==> config.mk <==
export PLATFORM = sky130hd
export DESIGN_NAME = irq_aggregator
export DESIGN_NICKNAME = d
export VERILOG_FILES = /design/src/rtl/irq_aggregator.sv
export SDC_FILE = /design/constraint.sdc
export NUM_CORES = 1
export LEC_CHECK = 0
export CORE_AREA = 2 2 39 41
export CTS_CLUSTER_SIZE = 14
export DETAILED_ROUTE_END_ITERATION = 7
export DIE_AREA = 0 0 41 43
export GPL_TIMING_DRIVEN = 0
export SLEW_MARGIN = 20
export SYNTH_ARGS = -nofsm -noshare
export SYNTH_HDL_FRONTEND = slang
export SYNTH_SLANG_ARGS = --single-unit
export TNS_END_PERCENT = 10
==> constraint.sdc <==
create_clock -name clk -period 2.5 [get_ports clk]
set_clock_uncertainty 0.1 [all_clocks]
set_input_delay 0.5 -clock clk [delete_from_list [all_inputs] [get_ports clk]]
set_output_delay 0.5 -clock clk [all_outputs]
set_load 0.02 [all_outputs]
==> src/rtl/irq_aggregator.sv <==
module irq_aggregator (
  input  logic       clk,
  input  logic       rst_n,
  input  logic [3:0] src_en,
  input  logic       drdy_evt,
  input  logic       oor_evt,
  input  logic       fifo_full,
  input  logic       fifo_thr_hit,
  input  logic       thr_wr,
  input  logic       fifo_flush,
  input  logic       rd_stb,
  output logic [4:0] status,
  output logic       irq
);

  logic       drdy_q, oor_q;
  logic [4:0] st, hit, nxt;

  assign hit[0] = src_en[0] & drdy_evt & ~drdy_q;
  assign hit[1] = src_en[1] & fifo_full;
  assign hit[2] = src_en[2] & fifo_thr_hit;
  assign hit[3] = src_en[3] & oor_evt & ~oor_q;
  assign hit[4] = 1'b0;

  always_comb begin
    nxt = (rd_stb ? 5'b0 : st) | hit;
    if (thr_wr)     nxt[2]   = hit[2];
    if (fifo_flush) nxt[2:1] = 2'b00;
    nxt[3:0] = nxt[3:0] & src_en;
  end

  always_ff @(posedge clk or negedge rst_n) begin
    if (!rst_n) begin
      st     <= 5'b10000;
      drdy_q <= 1'b0;
      oor_q  <= 1'b0;
    end else begin
      st     <= nxt;
      drdy_q <= drdy_evt;
      oor_q  <= oor_evt;
    end
  end

  assign status = st;
  assign irq    = |st;

  assert_por_clear_R2: assert property (@(posedge clk) disable iff (!rst_n)
    rd_stb |=> !status[4]);
  assert_por_hold_R2: assert property (@(posedge clk) disable iff (!rst_n)
    (!rd_stb && status[4]) |=> status[4]);
  assert_drdy_edge_R3: assert property (@(posedge clk) disable iff (!rst_n)
    ($rose(drdy_evt) && src_en[0]) |=> (status[0] && irq));
  assert_mask_drdy_R6: assert property (@(posedge clk) disable iff (!rst_n)
    !src_en[0] |=> !status[0]);
  assert_mask_oor_R6: assert property (@(posedge clk) disable iff (!rst_n)
    !src_en[3] |=> !status[3]);
  assert_thr_reeval_R8: assert property (@(posedge clk) disable iff (!rst_n)
    (thr_wr && !fifo_flush) |=> (status[2] == $past(src_en[2] && fifo_thr_hit)));
  assert_flush_clears_R9: assert property (@(posedge clk) disable iff (!rst_n)
    fifo_flush |=> (!status[1] && !status[2]));
  assert_rd_keeps_full_R10: assert property (@(posedge clk) disable iff (!rst_n)
    (rd_stb && fifo_full && src_en[1] && !fifo_flush) |=> status[1]);

endmodule

==> impl_results.md, run 1 <==
* Power Density at between 500 and 600 mW/mm2
* Async set or reset register ratio after synthesis at 1.00
* PostCTS Resize Cnt at 0
* CP delay by family, top: buffers and inverters
* Postcts setup bufs at 0
* Sequential area share after synthesis at 0.635
* Outcome: complete, no violations
* WHS at 0.390 ns
* Commonest cells post-synth: 6 x dfrtp_1, 4 x nand2b_1, 2 x a21boi_1, 2 x nor2b_1, 2 x o211a_1
* Synth Warn # at 0
* Post-synthesis instance area at ~280 um2
* Period utilisation layout at 0.826
* Worst skew pair latency at ~0.25 ns
* Clk pwr share at 0.380
* Seq cells post-synth at 7
* Fin. max-slew vios at 0
* Maximum vdd ir drop at 0.000242 V
* Kind of end point of the critical path: output pin
* Int Pwr at roughly 210 uW
* Proportion of netlist area held by the largest area contributor at 0.541
* Final hold violations at 0
* Syn_area_per_cell at 12.6 um2
* Total negative slack at 0 ns
* Vias per cell at 4.03
* DP HPWL at 511 um
* Antenna violation net count after detailed routing at 0
* Initial drt markers at 2
* Tot Pwr at 271 uW
* Remaining global-route overflow at 0
* Peak per-stage delay on the critical path at 0.60 ns
* Netlist cell types at 11
* Number of enable flip-flop cells after synthesis at 0
* DRT Pass-1 Iters at 2
* Fmax at 0.484 GHz
* IO Pins at 19
* Initial Util at 0.201
* Syn_nets at 35
* Reported max-cap violation count at 0
* Clock net sink count at 7
* Clock-pin slew on the worst setup and hold paths at 0.05 ns
* Non-Filler Instances at 60
* Final wirelength at 682 um
* Net count, final at 58
* CTS hold repair buffers at 0
* Synth Flop Type: dfrtp_1
* Fillers at roughly 140
* Crit path DAT at 1.46 ns
* Core ar. at 0.00138 mm2
* Critical path fanouts, max at 3
* Largest net degree at the start of global routing at 8
* Synthesis-to-layout area growth at 81.5%
* CTS root buffer: clkbuf_4
* GRT Total Usage at 0.0925
* RSZ-0062 raised after global routing: false
* DRC viols at 0
* Dominant cell type by area after synthesis: dfrtp_1
* Die H at 43 um
* Comb pwr share at 0.174
* Hold/Removal Path Class: flop to flop
* DP Cell Count at 56
* GP Congestion at 0.621
* Die area at 0.00176 mm2
* Worst EP required at 1.90 ns
* Slew of the pin with the lowest slew margin at ~0.32 ns
* Worst path bufs/invs at 1
* Drt wl/cell at 11.4 um
* CP Cell Sequence: nor2_1 > nand2_1 > clkdlybuf4s50_1
* P_leak at around 0.00023 uW
* Antenna cell count at 0
* Vias in the first global route at 269
* Die width at 41 um
* Worst setup SP type: flop
* Clock Tree Buf Depth at 2
* CTS tree: done
* DR vias at 242
* Sw Ratio at 0.230
* Minimum clock period after layout at 2.06 ns
* H-Tree Depth at 1
* Fraction of final layout cells sized beyond drive strength 1 at 0.114
* I/O Buffers at 18
* Switch Pwr at 62.3 uW
* Most common cell in the netlist: dfrtp_1
* Ranking of synthesized cells by area: dfrtp_1 54%, dfstp_2 9.5%, nand2b_1 9.0%
* Critical path class: flop to output pin
* Setup violators final at 0
* Relative slew margins at 0.787
* Num CTS Buffers at 3
* First-pass GRT wire length at 1.05 mm
* CP max-delay cell: clkdlybuf4s50_1
* Post-Syn Instances at 22
* Sequential share of power at 0.446
* FP Rows at 14
* Initial antenna violation count at 0
==> power by group through the flow <==
stage | registers, uW | logic (uW) | clock network, uW
2_1_floorplan | 126 | 10.3 | 0
3_3_place_gp | 123 | 47.4 | 0
3_5_place_dp | 123 | 47.8 | 0
4_1_cts | 121 | 48.1 | 108
5_1_grt | 121 | 50.7 | 115
6_report | 121 | 47.2 | 103
==> registers in the layout (all words and copies together) (netlist names) <==
signal and cells:
status 5, drdy_q 1, oor_q 1
==> worst reg2reg max path, cell delays in order (launching register included) <==
cell     delay [ns]
dfrtp_1        0.39
nor3b_2        0.16
o211a_1        0.21
==> placed cells by master (no fill, tap or decap) <==
| cell | count |
|---|---|
| nor2_1 | 1 |
| nor3b_2 | 1 |
| nand2_1 | 1 |
| o211a_1 | 2 |
| dfstp_2 | 1 |
| clkbuf_4 | 3 |
| a21boi_1 | 2 |
| clkdlybuf4s50_1 | 18 |
| dfrtp_1 | 6 |
| nor2b_1 | 2 |
| clkbuf_1 | 1 |
| inv_1 | 1 |
| nor3_1 | 1 |
| nand2b_1 | 4 |
==> cell families (layout without fill, tap and decap cells) <==
family	after synthesis	in the layout	share of synthesized area
flip-flops	7	7	0.635
buffers and inverters	1	23	0.0135
AND/OR/NAND/NOR	10	10	0.225
AO/OA/AOI/OAI	4	4	0.126
==> stage by stage <==
step | setup WS, ns | instance area [um2] | util
6_report | 0.436 | 504 | 0.364
5_1_grt | 0.387 | 504 | 0.364
4_1_cts | 0.417 | 504 | 0.364
3_5_place_dp | 0.697 | 478 | 0.345
3_3_place_gp | 0.694 | 478 | 0.345
2_1_floorplan | 1.11 | 278 | -
==> path summary, 6_finish.rpt <==
path                            from         to  slack, ns  depth (start not counted)
min in group asynchronous      rst_n  status[1]       0.41                          1
max in group asynchronous      rst_n  status[4]       1.60                          1
setup reg to reg           status[2]  status[2]       1.53                          2
hold reg to reg            status[4]  status[4]       0.39                          1
hold / removal             status[4]  status[4]       0.39                          1
setup / recovery           status[4]        irq       0.44                          3
==> per-layer routing <==
layer	up-vias	track usage	part of all wire
met3	0	0.0157	0.19
li1	117	-	-
met1	106	0.104	0.43
met4	0	0.0800	0
met5	-	0	0
met2	19	0.141	0.38
==> cell type report <==
class	instances	area, um2	area share
inverters	1	3.75	0.00744
multi-input cells	14	97.6	0.194
repair buffers	18	180	0.357
clock buffers	4	26.3	0.0521
flip-flops and latches	7	176	0.350
well taps	16	20.0	0.0397
No activity file was read; power rests on OpenSTA's default activity.
==> inputs of run 2 (changes only) <==
==> constraint.sdc (replaced) <==
create_clock -name clk -period 1.9 [get_ports clk]
set_clock_uncertainty 0.1 [all_clocks]
set_input_delay 0.38 -clock clk [delete_from_list [all_inputs] [get_ports clk]]
set_output_delay 0.38 -clock clk [all_outputs]
set_load 0.02 [all_outputs]
==> impl_results.md, run 2 (same netlist as run 1, synthesis figures left out) <==
* Relative slew margins at 0.787 (unchanged)
* Slew of the pin with the lowest slew margin at 0.319 ns (unchanged)
* Worst skew pair latency at 0.25 ns (about the same)
* GP Congestion at 0.621 (unchanged)
* DRC viols at 0 (unchanged)
* Net count, final at 58 (unchanged)
* Die area at 0.00176 mm2 (unchanged)
* Most common cell after layout, fill and taps aside: clkdlybuf4s50_1
* CP delay by family, top: buffers and inverters
* Fin. max-slew vios at 0 (unchanged)
* Worst path bufs/invs at 1 (unchanged)
* Vias in the first global route at 269 (unchanged)
* Non-Filler Instances at 60 (unchanged)
* Die H at 43 um (unchanged)
* Initial drt markers at 2 (unchanged)
* Maximum vdd ir drop at 0.000316 V (+30%)
* Placed cell area at 478 um2 (unchanged)
* GRT Total Usage at 0.0925 (unchanged)
* Clock Tree Buf Depth at 2 (unchanged)
* FP Rows at 14 (unchanged)
* H-Tree Depth at 1 (unchanged)
* Reported max-cap violation count at 0 (unchanged)
* Num CTS Buffers at 3 (unchanged)
* Hold/Removal Path Class: primary input to asynchronous set/reset pin
* Setup violators final at 0 (unchanged)
* Antenna cell count at 0 (unchanged)
* Minimum clock period after layout at 1.86 ns
* Peak per-stage delay on the critical path at 0.60 ns (about the same)
* DR vias at 242 (unchanged)
* Critical path fanouts, max at 3 (unchanged)
* DRT Pass-1 Iters at 2 (unchanged)
* Die width at 41 um (unchanged)
* Vias per cell at 4.03 (unchanged)
* CTS tree: done
* Total negative slack at 0 ns (unchanged)
* Final hold violations at 0 (unchanged)
* CP Cell Sequence: clkdlybuf4s50_1
* Outcome: complete, no violations
* Initial antenna violation count at 0 (unchanged)
* Initial Util at 0.201 (unchanged)
* I/O Buffers at 18 (unchanged)
* Period utilisation layout at 0.978
* Crit path DAT at 1.38 ns (-0.08 ns)
* DP HPWL at 511 um (unchanged)
* Final instance area at 503 um2 (-0.25%)
* CP max-delay cell: clkdlybuf4s50_1
* Final wirelength at 682 um (unchanged)
* WHS at 0.291 ns (-0.0996 ns)
* Fmax at 0.538 GHz
* CTS hold repair buffers at 0 (unchanged)
* Remaining global-route overflow at 0 (unchanged)
* Largest net degree at the start of global routing at 8 (unchanged)
* Drt wl/cell at 11.4 um (unchanged)
* CTS root buffer: clkbuf_4
* Antenna violation net count after detailed routing at 0 (unchanged)
* DP Cell Count at 56 (unchanged)
* IO Pins at 19 (unchanged)
* Worst setup SP type: flop
* Critical path class: flop to output pin
* Clock-pin slew on the worst setup and hold paths at 0.05 ns (about the same)
* Synthesis-to-layout area growth at 81.1%
* Fraction of final layout cells sized beyond drive strength 1 at 0.114 (unchanged)
* Max reg flops at 5 (unchanged)
* Core ar. at 0.00138 mm2 (unchanged)
* Commonest cells after routing, fill and taps aside: 17 x clkdlybuf4s50_1, 6 x dfrtp_1, 4 x nand2b_1, 3 x clkbuf_4
* Clock net sink count at 7 (unchanged)
* First-pass GRT wire length at 1.05 mm (unchanged)
* RSZ-0062 raised after global routing: false
* P_leak at 0.000228 uW (+0.71%)
* Fillers at 144 (+0.70%)
* Kind of end point of the critical path: output pin
* Worst EP required at 1.42 ns (-0.48 ns)
* Power Density at 705 mW/mm2 (+31%)
==> run 2: cell count changes in the layout (fill, tap and decap cells not counted) <==
cell             delta
clkdlybuf4s50_1     -1
dlygate4sd2_1       +1
==> run 2: path summary, 6_finish.rpt <==
kind / startpoint / end / slack, ns / cells past startpoint
max in group asynchronous: rst_n / status[4] / 1.12 / 1
min reg2reg: status[4] / status[4] / 0.39 / 1
max: status[4] / status[4] / 0.04 / 1
max reg2reg: status[2] / status[2] / 0.93 / 2
min in group clk: status[4] / status[4] / 0.39 / 1
min: rst_n / status[1] / 0.29 / 1
==> run 2: power breakdown <==
part / total (uW) / internal, uW / leakage, uW / switching [uW]
combinational: 60.2 / 37.4 / 0.000126 / 22.9
clock: 135 / 80.2 / 0.0000150 / 55.3
sequential: 159 / 155 / 0.0000871 / 3.72
total: 355 / 273 / 0.000228 / 81.9
==> run 2: area by class of cell <==
type | count | area, um2 | area share
multi-input combinational | 14 | 97.6 | 0.194
clock buffer | 4 | 26.3 | 0.0522
tap | 16 | 20.0 | 0.0398
inverter | 1 | 3.75 | 0.00746
sequential | 7 | 176 | 0.351
timing repair buffer | 18 | 179 | 0.356
==> run 2: stage by stage <==
| step | total power [uW] | worst slack, ns | utilization |
|---|---|---|---|
| after floorplan | 179 | 0.626 | - |
| after global placement | 224 | 0.214 | 0.345 |
| after detailed placement | 225 | 0.217 | 0.345 |
| after CTS | 363 | 0.0275 | 0.363 |
| after global routing | 375 | 0.00256 | 0.363 |
| final | 355 | 0.0424 | 0.363 |
==> run 2: what timing repair did <==
item                                    in CTS  in global routing
endpoints found under the setup margin       1                  0
resized for setup                            1                  0
buffers inserted                             0                  0
hold endpoints to repair                     0                  0
==> run 2: layer usage <==
metal  vias to the layer above  GRT usage  share of wire
li1                        117          -              -
met1                       106      0.104           0.43
met5                         -          0              0
met3                         0     0.0157           0.19
met2                        19      0.141           0.38
met4                         0     0.0800              0
